### config.mk
export PLATFORM = sky130hd
export DESIGN_NAME = prot_lock_regs
export DESIGN_NICKNAME = d
export VERILOG_FILES = /design/src/rtl/prot_lock_pkg.sv /design/src/rtl/prot_lock_ctrl.sv /design/src/rtl/prot_main_word.sv /design/src/rtl/prot_chan_slot.sv /design/src/rtl/prot_lock_regs.sv
export SDC_FILE = /design/constraint.sdc
export NUM_CORES = 1
export LEC_CHECK = 0
export BUFFER_PORTS_ARGS = -buffer_cell sky130_fd_sc_hd__buf_2
export CORE_UTILIZATION = 36
export CTS_BUF_LIST = sky130_fd_sc_hd__clkbuf_2
export CTS_CLUSTER_DIAMETER = 30
export DETAILED_ROUTE_END_ITERATION = 6
export PLACE_DENSITY_LB_ADDON = 0.12
export SKIP_CTS_REPAIR_TIMING = 1
export SLEW_MARGIN = 10
export SYNTH_ARGS = -nofsm -noshare
export SYNTH_HDL_FRONTEND = slang
export SYNTH_SLANG_ARGS = --single-unit
export TNS_END_PERCENT = 1
### constraint.sdc
create_clock -name clk -period 2.4 [get_ports clk]
set_input_delay 0.36 -clock clk [delete_from_list [all_inputs] [get_ports clk]]
set_output_delay 0.36 -clock clk [all_outputs]
set_load 0.03 [all_outputs]
### src/rtl/prot_lock_pkg.sv
package prot_lock_pkg;
    localparam int DW = 32;

    typedef enum logic [1:0] {
        LVL_OPEN  = 2'd0,
        LVL_BASIC = 2'd1,
        LVL_POL   = 2'd2,
        LVL_FULL  = 2'd3
    } lock_lvl_e;

    localparam int A_MAIN = 0;
    localparam int A_IDLE = 1;
    localparam int A_POL  = 2;
    localparam int A_MODE = 3;

    localparam int LOCK_LSB = 8;

    // stored main-word bits: lock and reserved bits excluded
    localparam logic [DW-1:0] MAIN_STORE = 32'hFF3F_7CFF;
    // off-state select bits, still writable at the basic level
    localparam logic [DW-1:0] MAIN_OFFSEL = 32'h0000_0C00;

    function automatic logic [DW-1:0] main_wmask(input lock_lvl_e lvl);
        case (lvl)
            LVL_OPEN:  main_wmask = MAIN_STORE;
            LVL_BASIC: main_wmask = MAIN_OFFSEL;
            default:   main_wmask = '0;
        endcase
    endfunction

    function automatic logic lvl_at_least(input lock_lvl_e lvl, input lock_lvl_e ref_lvl);
        lvl_at_least = (lvl >= ref_lvl);
    endfunction
endpackage

### src/rtl/prot_lock_ctrl.sv
module prot_lock_ctrl
    import prot_lock_pkg::*;
(
    input  logic       clk,
    input  logic       rst,
    input  logic       commit_we,
    input  logic [1:0] commit_val,
    output lock_lvl_e  lvl,
    output logic       done
);
    always_ff @(posedge clk) begin
        if (rst) begin
            lvl  <= LVL_OPEN;
            done <= 1'b0;
        end else if (commit_we && !done) begin
            lvl  <= lock_lvl_e'(commit_val);
            done <= 1'b1;
        end
    end
endmodule

### src/rtl/prot_main_word.sv
module prot_main_word
    import prot_lock_pkg::*;
(
    input  logic          clk,
    input  logic          rst,
    input  logic          we,
    input  logic [DW-1:0] wdata,
    input  lock_lvl_e     lvl,
    output logic [DW-1:0] q
);
    logic [DW-1:0] mask;

    always_comb mask = main_wmask(lvl);

    always_ff @(posedge clk) begin
        if (rst)
            q <= '0;
        else if (we)
            q <= (q & ~mask) | (wdata & mask);
    end
endmodule

### src/rtl/prot_chan_slot.sv
module prot_chan_slot
    import prot_lock_pkg::*;
#(
    parameter int MODE_W = 3,
    localparam int SLOT_W = MODE_W + 1
) (
    input  logic              clk,
    input  logic              rst,
    input  lock_lvl_e         lvl,
    input  logic              is_out,
    input  logic              we_idle,
    input  logic              we_pol,
    input  logic              we_mode,
    input  logic [1:0]        w_pair,
    input  logic [SLOT_W-1:0] w_slot,
    output logic [1:0]        idle_q,
    output logic [1:0]        pol_q,
    output logic [SLOT_W-1:0] mode_q
);
    logic idle_open, pol_open, mode_open;

    always_comb begin
        idle_open = !lvl_at_least(lvl, LVL_BASIC);
        pol_open  = !(is_out && lvl_at_least(lvl, LVL_POL));
        mode_open = !(is_out && lvl_at_least(lvl, LVL_FULL));
    end

    always_ff @(posedge clk) begin
        if (rst) begin
            idle_q <= '0;
            pol_q  <= '0;
            mode_q <= '0;
        end else begin
            if (we_idle && idle_open) idle_q <= w_pair;
            if (we_pol && pol_open)   pol_q  <= w_pair;
            if (we_mode && mode_open) mode_q <= w_slot;
        end
    end
endmodule

### src/rtl/prot_lock_regs.sv
module prot_lock_regs
    import prot_lock_pkg::*;
#(
    parameter int NCH    = 4,
    parameter int MODE_W = 3,
    parameter int AW     = 2,
    localparam int SLOT_W = MODE_W + 1
) (
    input  logic                  clk,
    input  logic                  rst,
    input  logic                  bus_we,
    input  logic [AW-1:0]         bus_addr,
    input  logic [31:0]           bus_wdata,
    input  logic [NCH-1:0]        ch_is_out,
    output logic [31:0]           main_cfg,
    output logic [2*NCH-1:0]      idle_lvl,
    output logic [2*NCH-1:0]      out_pol,
    output logic [NCH*SLOT_W-1:0] out_mode,
    output logic [1:0]            lock_level
);
    lock_lvl_e     lvl;
    logic          lock_done;
    logic          we_main, we_idle, we_pol, we_mode;
    logic [DW-1:0] main_q;

    always_comb begin
        we_main = bus_we && (bus_addr == AW'(A_MAIN));
        we_idle = bus_we && (bus_addr == AW'(A_IDLE));
        we_pol  = bus_we && (bus_addr == AW'(A_POL));
        we_mode = bus_we && (bus_addr == AW'(A_MODE));
    end

    prot_lock_ctrl u_lock (
        .clk        (clk),
        .rst        (rst),
        .commit_we  (we_main),
        .commit_val (bus_wdata[LOCK_LSB+1:LOCK_LSB]),
        .lvl        (lvl),
        .done       (lock_done)
    );

    prot_main_word u_main (
        .clk   (clk),
        .rst   (rst),
        .we    (we_main),
        .wdata (bus_wdata),
        .lvl   (lvl),
        .q     (main_q)
    );

    for (genvar c = 0; c < NCH; c++) begin : g_ch
        prot_chan_slot #(.MODE_W(MODE_W)) u_slot (
            .clk     (clk),
            .rst     (rst),
            .lvl     (lvl),
            .is_out  (ch_is_out[c]),
            .we_idle (we_idle),
            .we_pol  (we_pol),
            .we_mode (we_mode),
            .w_pair  (bus_wdata[2*c +: 2]),
            .w_slot  (bus_wdata[SLOT_W*c +: SLOT_W]),
            .idle_q  (idle_lvl[2*c +: 2]),
            .pol_q   (out_pol[2*c +: 2]),
            .mode_q  (out_mode[SLOT_W*c +: SLOT_W])
        );
    end

    always_comb begin
        lock_level = lvl;
        main_cfg   = main_q;
        main_cfg[LOCK_LSB+1:LOCK_LSB] = lvl;
    end
endmodule

==> results of run 1 <==
==> critical path: stages, from the launching register on <==
cell and delay, ps:
sky130_fd_sc_hd__dfxtp_1 350, sky130_fd_sc_hd__nor2_1 820, sky130_fd_sc_hd__and2_1 240, sky130_fd_sc_hd__buf_4 280
sky130_fd_sc_hd__mux2i_1 220
==> placed cells by master (no fill, tap or decap), types with 2 or more instances in the layout <==
cell,count
sky130_fd_sc_hd__a21oi_1,3
sky130_fd_sc_hd__clkinv_2,2
sky130_fd_sc_hd__nor2_1,7
sky130_fd_sc_hd__buf_2,101
sky130_fd_sc_hd__conb_1,3
sky130_fd_sc_hd__nor4b_1,2
sky130_fd_sc_hd__o21ai_0,4
sky130_fd_sc_hd__o21ai_2,10
sky130_fd_sc_hd__clkbuf_2,10
sky130_fd_sc_hd__nand2_2,2
sky130_fd_sc_hd__dfxtp_1,62
sky130_fd_sc_hd__nand2b_1,73
sky130_fd_sc_hd__buf_4,5
sky130_fd_sc_hd__mux2i_1,47
sky130_fd_sc_hd__nand4b_1,14
sky130_fd_sc_hd__a31o_2,3
==> power by group through the flow <==
stage          clock [W]  combinational, W  sequential, W
2_1_floorplan          0          0.000141        0.00118
4_1_cts         0.000629          0.000308        0.00108
6_report        0.000594          0.000303        0.00108
3_5_place_dp           0          0.000307        0.00111
3_3_place_gp           0          0.000305        0.00111
5_1_grt         0.000671          0.000328        0.00109
==> worst max-delay path by stage <==
| stage | start | endpoint | slack [ps] | cells after the start |
|---|---|---|---|---|
| after floorplan | u_lock.lvl[0] | flop | 900 | 6 |
| after global placement | u_lock.lvl[1] | flop | 430 | 4 |
| after detailed placement | u_lock.lvl[1] | flop | 420 | 4 |
| after CTS | u_lock.lvl[1] | flop | 380 | 4 |
| after global routing | u_lock.lvl[1] | flop | 260 | 3 |
| final | u_lock.lvl[1] | flop | 430 | 4 |
==> cell families (layout without fill, tap and decap cells) <==
group | Yosys count | after routing | share of synthesized area [%]
other | 1 | 3 | 0.138
DFF | 62 | 62 | 45.8
and+or+nand+nor | 104 | 104 | 25.5
buffers and inverters | 23 | 122 | 4.99
muxes | 47 | 47 | 17.4
AOI/OAI and AO/OA | 22 | 22 | 6.23
==> per-layer routing <==
layer / up-vias / global-route usage, %
li1: 1066 / -
met1: 947 / 20.9
met2: 67 / 24.5
met3: 7 / 5.60
met4: 0 / 8.36
met5: - / 0
==> stage by stage <==
stage          total power, W  area [µm²]
2_1_floorplan         0.00132        2720
3_3_place_gp          0.00141        3270
3_5_place_dp          0.00141        3270
4_1_cts               0.00202        3370
5_1_grt               0.00209        3370
6_report              0.00198        3370
==> cell type report <==
type | instances | share of cell area, %
Multi-Input combinational cell | 176 | 39.8
Tap cell | 99 | 3.67
Clock buffer | 10 | 1.48
Timing Repair Buffer | 107 | 16.7
Clock inverter | 5 | 1.52
Sequential cell | 62 | 36.8
==> reports/summary.md, run 1 <==
### Outcome
- outcome: completed

### Min path
- origin of the worst min-delay path: bus_wdata[15]
- path type of the worst min-delay path: in2reg
- worst-case hold path end point: g_ch[3].u_slot.mode_q[3]
- Hold Path Depth: 3

### Clock tree
- CTS max path bufs: 2
- master cell of the clock root buffer: sky130_fd_sc_hd__clkbuf_2
- clock tree from TritonCTS: built
- clock sinks: 62
- total CTS buffers: 9
- clock edge transition at the registers on the reported setup and hold paths: 170 ps
- source-to-sink clock delay at the later pin of the worst-skew pair: 460 ps
- total number of H-tree levels: 3

### Finish
- NumNets Final: 397
- utilization after layout: 46.5%
- count of placed standard cells in the final layout, fillers left out: 459
- Sequential Area: 0.00124 mm²
- signed area change from the synthesized netlist to the final layout: 24.4%
- fraction of final layout cells with drive strength greater than 1: 38.6%
- area taken by multi-input logic gates: 0.00134 mm²
- count of antenna diodes in the layout: 0
- fill cell total of the finished layout: 743

### Floorplan
- I/O pin count: 107
- Cell Rows: 31
- horizontal die dimension: 88.8 µm
- Die Height: 88.8 µm
- starting utilization of the core area: 37.4%
- Core ar.: 0.00725 mm²
- Die Footprint: 0.00788 mm²

### Global routing
- pin count of the biggest net entering global routing: 57
- first-pass GRT wire length: 9630 µm
- initial antenna violation count: 0
- Total Routing Usage GR: 16.4%
- via count of the first global-routing pass: 1987
- global-route congestion overflow total: 0

### Timing
- Final Hold Slack: 128 ps
- Worst Setup Slack, final: 428 ps
- Fin Clk Skew: 24.8 ps
- final worst-path cycle share: 82.2%
- measured slew at the worst slew-check pin: 1080 ps
- Hold Vio Cnt, Final: 0
- peak clock frequency supported by timing: 0.507 GHz
- final count of negative-setup-slack endpoints: 0
- Slew headroom: 27.7%
- Fin Setup TNS: 0 ps
- clock period minus final worst setup slack: 1970 ps
- final-report max-slew violation count: 0
- unrepaired setup endpoints after global routing: false

### Setup path
- Critical Path End Type: flop
- r2r startpoint: u_lock.lvl[1]
- data arrival time of the critical path: 2370 ps
- peak fanout along the critical path: 17
- CP Launch Type: flop
- flop-to-flop setup slack: 430 ps
- required time of the critical path: 2800 ps
- worst setup path category: reg2reg
- Register-to-Register Path Depth: 4

### Power and ir drop
- power density over the cells: 588 mW/mm²
- VDD IR max: 0.249 mV
- net switching power figure: 0.000566 W
- leakage power figure: 1.64 nW
- Internal Dissipation: 0.00142 W
- relative contribution of the clock network to total power: 30.0%
- switching share of power: 28.5%
- sequential fraction of design power: 54.7%
- Combinational Power Share: 15.3%

### Logic synthesis
- Synth area leader: sky130_fd_sc_hd__dfxtp_1
- cell area after technology mapping: 0.00271 mm²
- number of distinct library cells after synthesis: 25
- Main synth FF type: sky130_fd_sc_hd__dfxtp_1
- count of synthesis-stage warnings from yosys: 0
- most numerous cell in the Yosys netlist: sky130_fd_sc_hd__nand2b_1
- sequential fraction of the synthesis area: 45.8%
- commonest cells in the synthesized netlist: sky130_fd_sc_hd__nand2b_1 (73), sky130_fd_sc_hd__dfxtp_1 (62), sky130_fd_sc_hd__mux2i_1 (47)
- share of flip-flops with an asynchronous set or reset: 0%
- number of instances in the synthesized netlist: 259
- flop and latch count out of synthesis: 62
- top cells by area in the synthesized netlist: sky130_fd_sc_hd__dfxtp_1 (46%), sky130_fd_sc_hd__mux2i_1 (17%), sky130_fd_sc_hd__nand2b_1 (17%), sky130_fd_sc_hd__nand4b_1 (4.5%), sky130_fd_sc_hd__o21ai_2 (3.2%)
- area share of the largest cell type after synthesis: 45.8%
- mean cell area of the mapped netlist: 10.5 µm²
- number of flops mapped to enable cells by yosys: 0

### Job
- count of maximum capacitance violations: 0

### Placement
- Placed Cells: 444
- I/O Buffers: 101
- routability congestion estimate from global placement: 0.696
- setup slack at placement: 421 ps
- DPL Wire Length: 4250 µm

### Detailed routing
- Met1 Routed Length: 2900 µm
- final WL: 6060 µm
- antenna-violating nets left: 0
- highest metal layer with signal wires: met4
- count of TritonRoute iterations in the first routing pass: 4
- count of vias placed by the detailed router: 2087
- final routed wire length divided by cell count: 13.2 µm
- amount of wire on met3 after detailed routing: 463 µm
- number of vias per cell: 4.55
- met2 WL post-DR: 2600 µm
- count of unresolved DRC violations after routing: 0
- number of violations reported at the end of detailed-routing iteration 0: 102

No activity file was read; power rests on OpenSTA's default activity.
==> run 2: changes to the inputs <==
==> constraint.sdc (replaced) <==
create_clock -name clk -period 2 [get_ports clk]
set_input_delay 0.3 -clock clk [delete_from_list [all_inputs] [get_ports clk]]
set_output_delay 0.3 -clock clk [all_outputs]
set_load 0.03 [all_outputs]
==> reports/summary.md, run 2 (synthesized netlist as in run 1, its figures left out) <==
### Power and ir drop
- Combinational Power Share: 16.1%, was 15.3%
- VDD IR max: 0.273 mV, was 0.249 mV
- power density over the cells: 675 mW/mm², was 588 mW/mm²
- sequential fraction of design power: 58.0%, was 54.7%
- leakage power figure: 1.62 nW, was 1.64 nW
- switching share of power: 29.6%, was 28.5%
- Internal Dissipation: 0.00158 W, was 0.00142 W
- net switching power figure: 0.000666 W, was 0.000566 W
- relative contribution of the clock network to total power: 26.0%, was 30.0%

### Finish
- commonest non-fill, non-tap cell in the layout: sky130_fd_sc_hd__buf_2, unchanged
- signed area change from the synthesized netlist to the final layout: 23.0%, was 24.4%
- NumNets Final: 396, was 397
- count of antenna diodes in the layout: 0, unchanged
- count of placed standard cells in the final layout, fillers left out: 458, was 459
- commonest non-fill, non-tap cells in the layout: sky130_fd_sc_hd__buf_2 (101), sky130_fd_sc_hd__nand2b_1 (73), sky130_fd_sc_hd__dfxtp_1 (62), unchanged
- utilization after layout: 46.0%, was 46.5%
- area taken by multi-input logic gates: 0.00134 mm², unchanged
- Sequential Area: 0.00124 mm², unchanged
- fraction of final layout cells with drive strength greater than 1: 38.2%, was 38.6%
- fill cell total of the finished layout: 748, was 743
- Layout Cell Area excl Fill: 0.00333 mm², was 0.00337 mm²

### Setup path
- worst setup path category: reg2out, was reg2reg
- peak fanout along the critical path: 15, was 17
- Largest stage delay, worst path: 680 ps, was 820 ps
- Critical Path End Type: primary output, was flop
- CP Launch Type: flop, unchanged
- slowest CP cell: sky130_fd_sc_hd__dfxtp_1, was sky130_fd_sc_hd__nor2_1
- worst path buffer plus inverter count: 1, unchanged
- category of cells accounting for the largest share of critical-path delay: flip-flops, was simple AND/OR/NAND/NOR gates
- r2r startpoint: u_lock.lvl[1], unchanged
- cells traversed along the worst timing path: buf_2, was nor2_1 > and2_1 > buf_4 > mux2i_1
- Register-to-Register Path Depth: 3, was 4
- data arrival time of the critical path: 1440 ps, was 2370 ps
- required time of the critical path: 1700 ps, was 2800 ps
- flop-to-flop setup slack: 470 ps, was 430 ps

### Detailed routing
- number of vias per cell: 4.57, was 4.55
- final WL: 6160 µm, was 6060 µm
- count of TritonRoute iterations in the first routing pass: 4, unchanged
- antenna-violating nets left: 0, unchanged
- number of violations reported at the end of detailed-routing iteration 0: 68, was 102
- count of unresolved DRC violations after routing: 0, unchanged
- final routed wire length divided by cell count: 13.4 µm, was 13.2 µm
- count of vias placed by the detailed router: 2095, was 2087

### Timing
- unrepaired setup endpoints after global routing: false, unchanged
- Fin Clk Skew: 16.7 ps, was 24.8 ps
- clock period minus final worst setup slack: 1740 ps
- Fin Setup TNS: 0 ps, unchanged
- Final Hold Slack: 84.1 ps, was 128 ps
- peak clock frequency supported by timing: 0.574 GHz
- final count of negative-setup-slack endpoints: 0, unchanged
- measured slew at the worst slew-check pin: 667 ps, was 1080 ps
- final worst-path cycle share: 87.1%
- Hold Vio Cnt, Final: 0, unchanged
- final-report max-slew violation count: 0, unchanged
- Slew headroom: 54.9%, was 27.7%

### Floorplan
- Core ar.: 0.00725 mm², unchanged
- Die Height: 88.8 µm, unchanged
- horizontal die dimension: 88.8 µm, unchanged
- Cell Rows: 31, unchanged
- starting utilization of the core area: 37.4%, unchanged
- Die Footprint: 0.00788 mm², unchanged
- I/O pin count: 107, unchanged

### Global routing
- global-route congestion overflow total: 0, unchanged
- first-pass GRT wire length: 9860 µm, was 9630 µm
- Total Routing Usage GR: 16.8%, was 16.4%
- initial antenna violation count: 0, unchanged
- via count of the first global-routing pass: 2045, was 1987
- pin count of the biggest net entering global routing: 53, was 57

### Min path
- path type of the worst min-delay path: in2reg, unchanged
- Hold Path Depth: 3, unchanged
- worst-case hold path end point: g_ch[3].u_slot.mode_q[3], unchanged
- origin of the worst min-delay path: bus_wdata[15], unchanged

### Placement
- Placed Cells: 443, was 444
- DPL Wire Length: 4270 µm, was 4250 µm
- routability congestion estimate from global placement: 0.688, was 0.696
- I/O Buffers: 101, unchanged
- post-place instance area: 0.00326 mm², was 0.00327 mm²

### Clock tree
- source-to-sink clock delay at the later pin of the worst-skew pair: 450 ps, was 460 ps
- clock edge transition at the registers on the reported setup and hold paths: 150 ps, was 170 ps
- master cell of the clock root buffer: sky130_fd_sc_hd__clkbuf_2, unchanged
- total number of H-tree levels: 3, unchanged
- CTS max path bufs: 2, unchanged
- clock tree from TritonCTS: built, unchanged
- clock sinks: 62, unchanged
- total CTS buffers: 9, unchanged

### Job
- count of maximum capacitance violations: 0, unchanged

### Outcome
- outcome: completed, unchanged

[run 2: cell types whose count changed in the layout (fill, tap and decap cells not counted), sizes merged]
cell / change
buf: -1
bufinv: -1
clkbuf: +2
clkinvlp: -1
[run 2: worst max-delay path by stage]
stage | start | endpoint | slack [ps] | cells past startpoint
6_report | u_lock.lvl[1] | main_cfg[9] | 260 | 1
5_1_grt | u_lock.lvl[1] | lock_level[1] | 160 | 1
4_1_cts | u_lock.lvl[1] | lock_level[1] | 220 | 1
3_5_place_dp | bus_addr[0] | u_lock.lvl[1] | 490 | 4
3_3_place_gp | u_lock.lvl[1] | flop | 510 | 3
2_1_floorplan | u_lock.lvl[0] | flop | 500 | 6
[run 2: metrics by stage]
step | setup WS, ps | total power [W]
3_3_place_gp | 505 | 0.00169
3_5_place_dp | 490 | 0.00170
6_report | 258 | 0.00225
4_1_cts | 220 | 0.00229
2_1_floorplan | 499 | 0.00158
5_1_grt | 164 | 0.00237
[run 2: per-layer routing]
layer  vias to the layer above  share of wire [%]  global-route usage [%]
li1                       1070                  -                       -
met1                       952                 48                    21.2
met2                        65                 44                    25.7
met3                         8                6.8                    5.41
met4                         0                1.5                    8.50
met5                         -                  0                       0
[run 2: layout make-up]
cell class | count | area share, %
timing repair buffer | 106 | 16.7
multi-input combinational | 176 | 40.2
clock inverter | 3 | 0.375
clock buffer | 12 | 1.80
tap | 99 | 3.71
sequential | 62 | 37.2
[run 2: power by group through the flow]
stage / logic, W / registers, W / clock network (W)
6_report: 0.000361 / 0.00130 / 0.000584
5_1_grt: 0.000392 / 0.00131 / 0.000671
4_1_cts: 0.000366 / 0.00131 / 0.000623
3_5_place_dp: 0.000366 / 0.00133 / 0
3_3_place_gp: 0.000362 / 0.00133 / 0
2_1_floorplan: 0.000169 / 0.00141 / 0
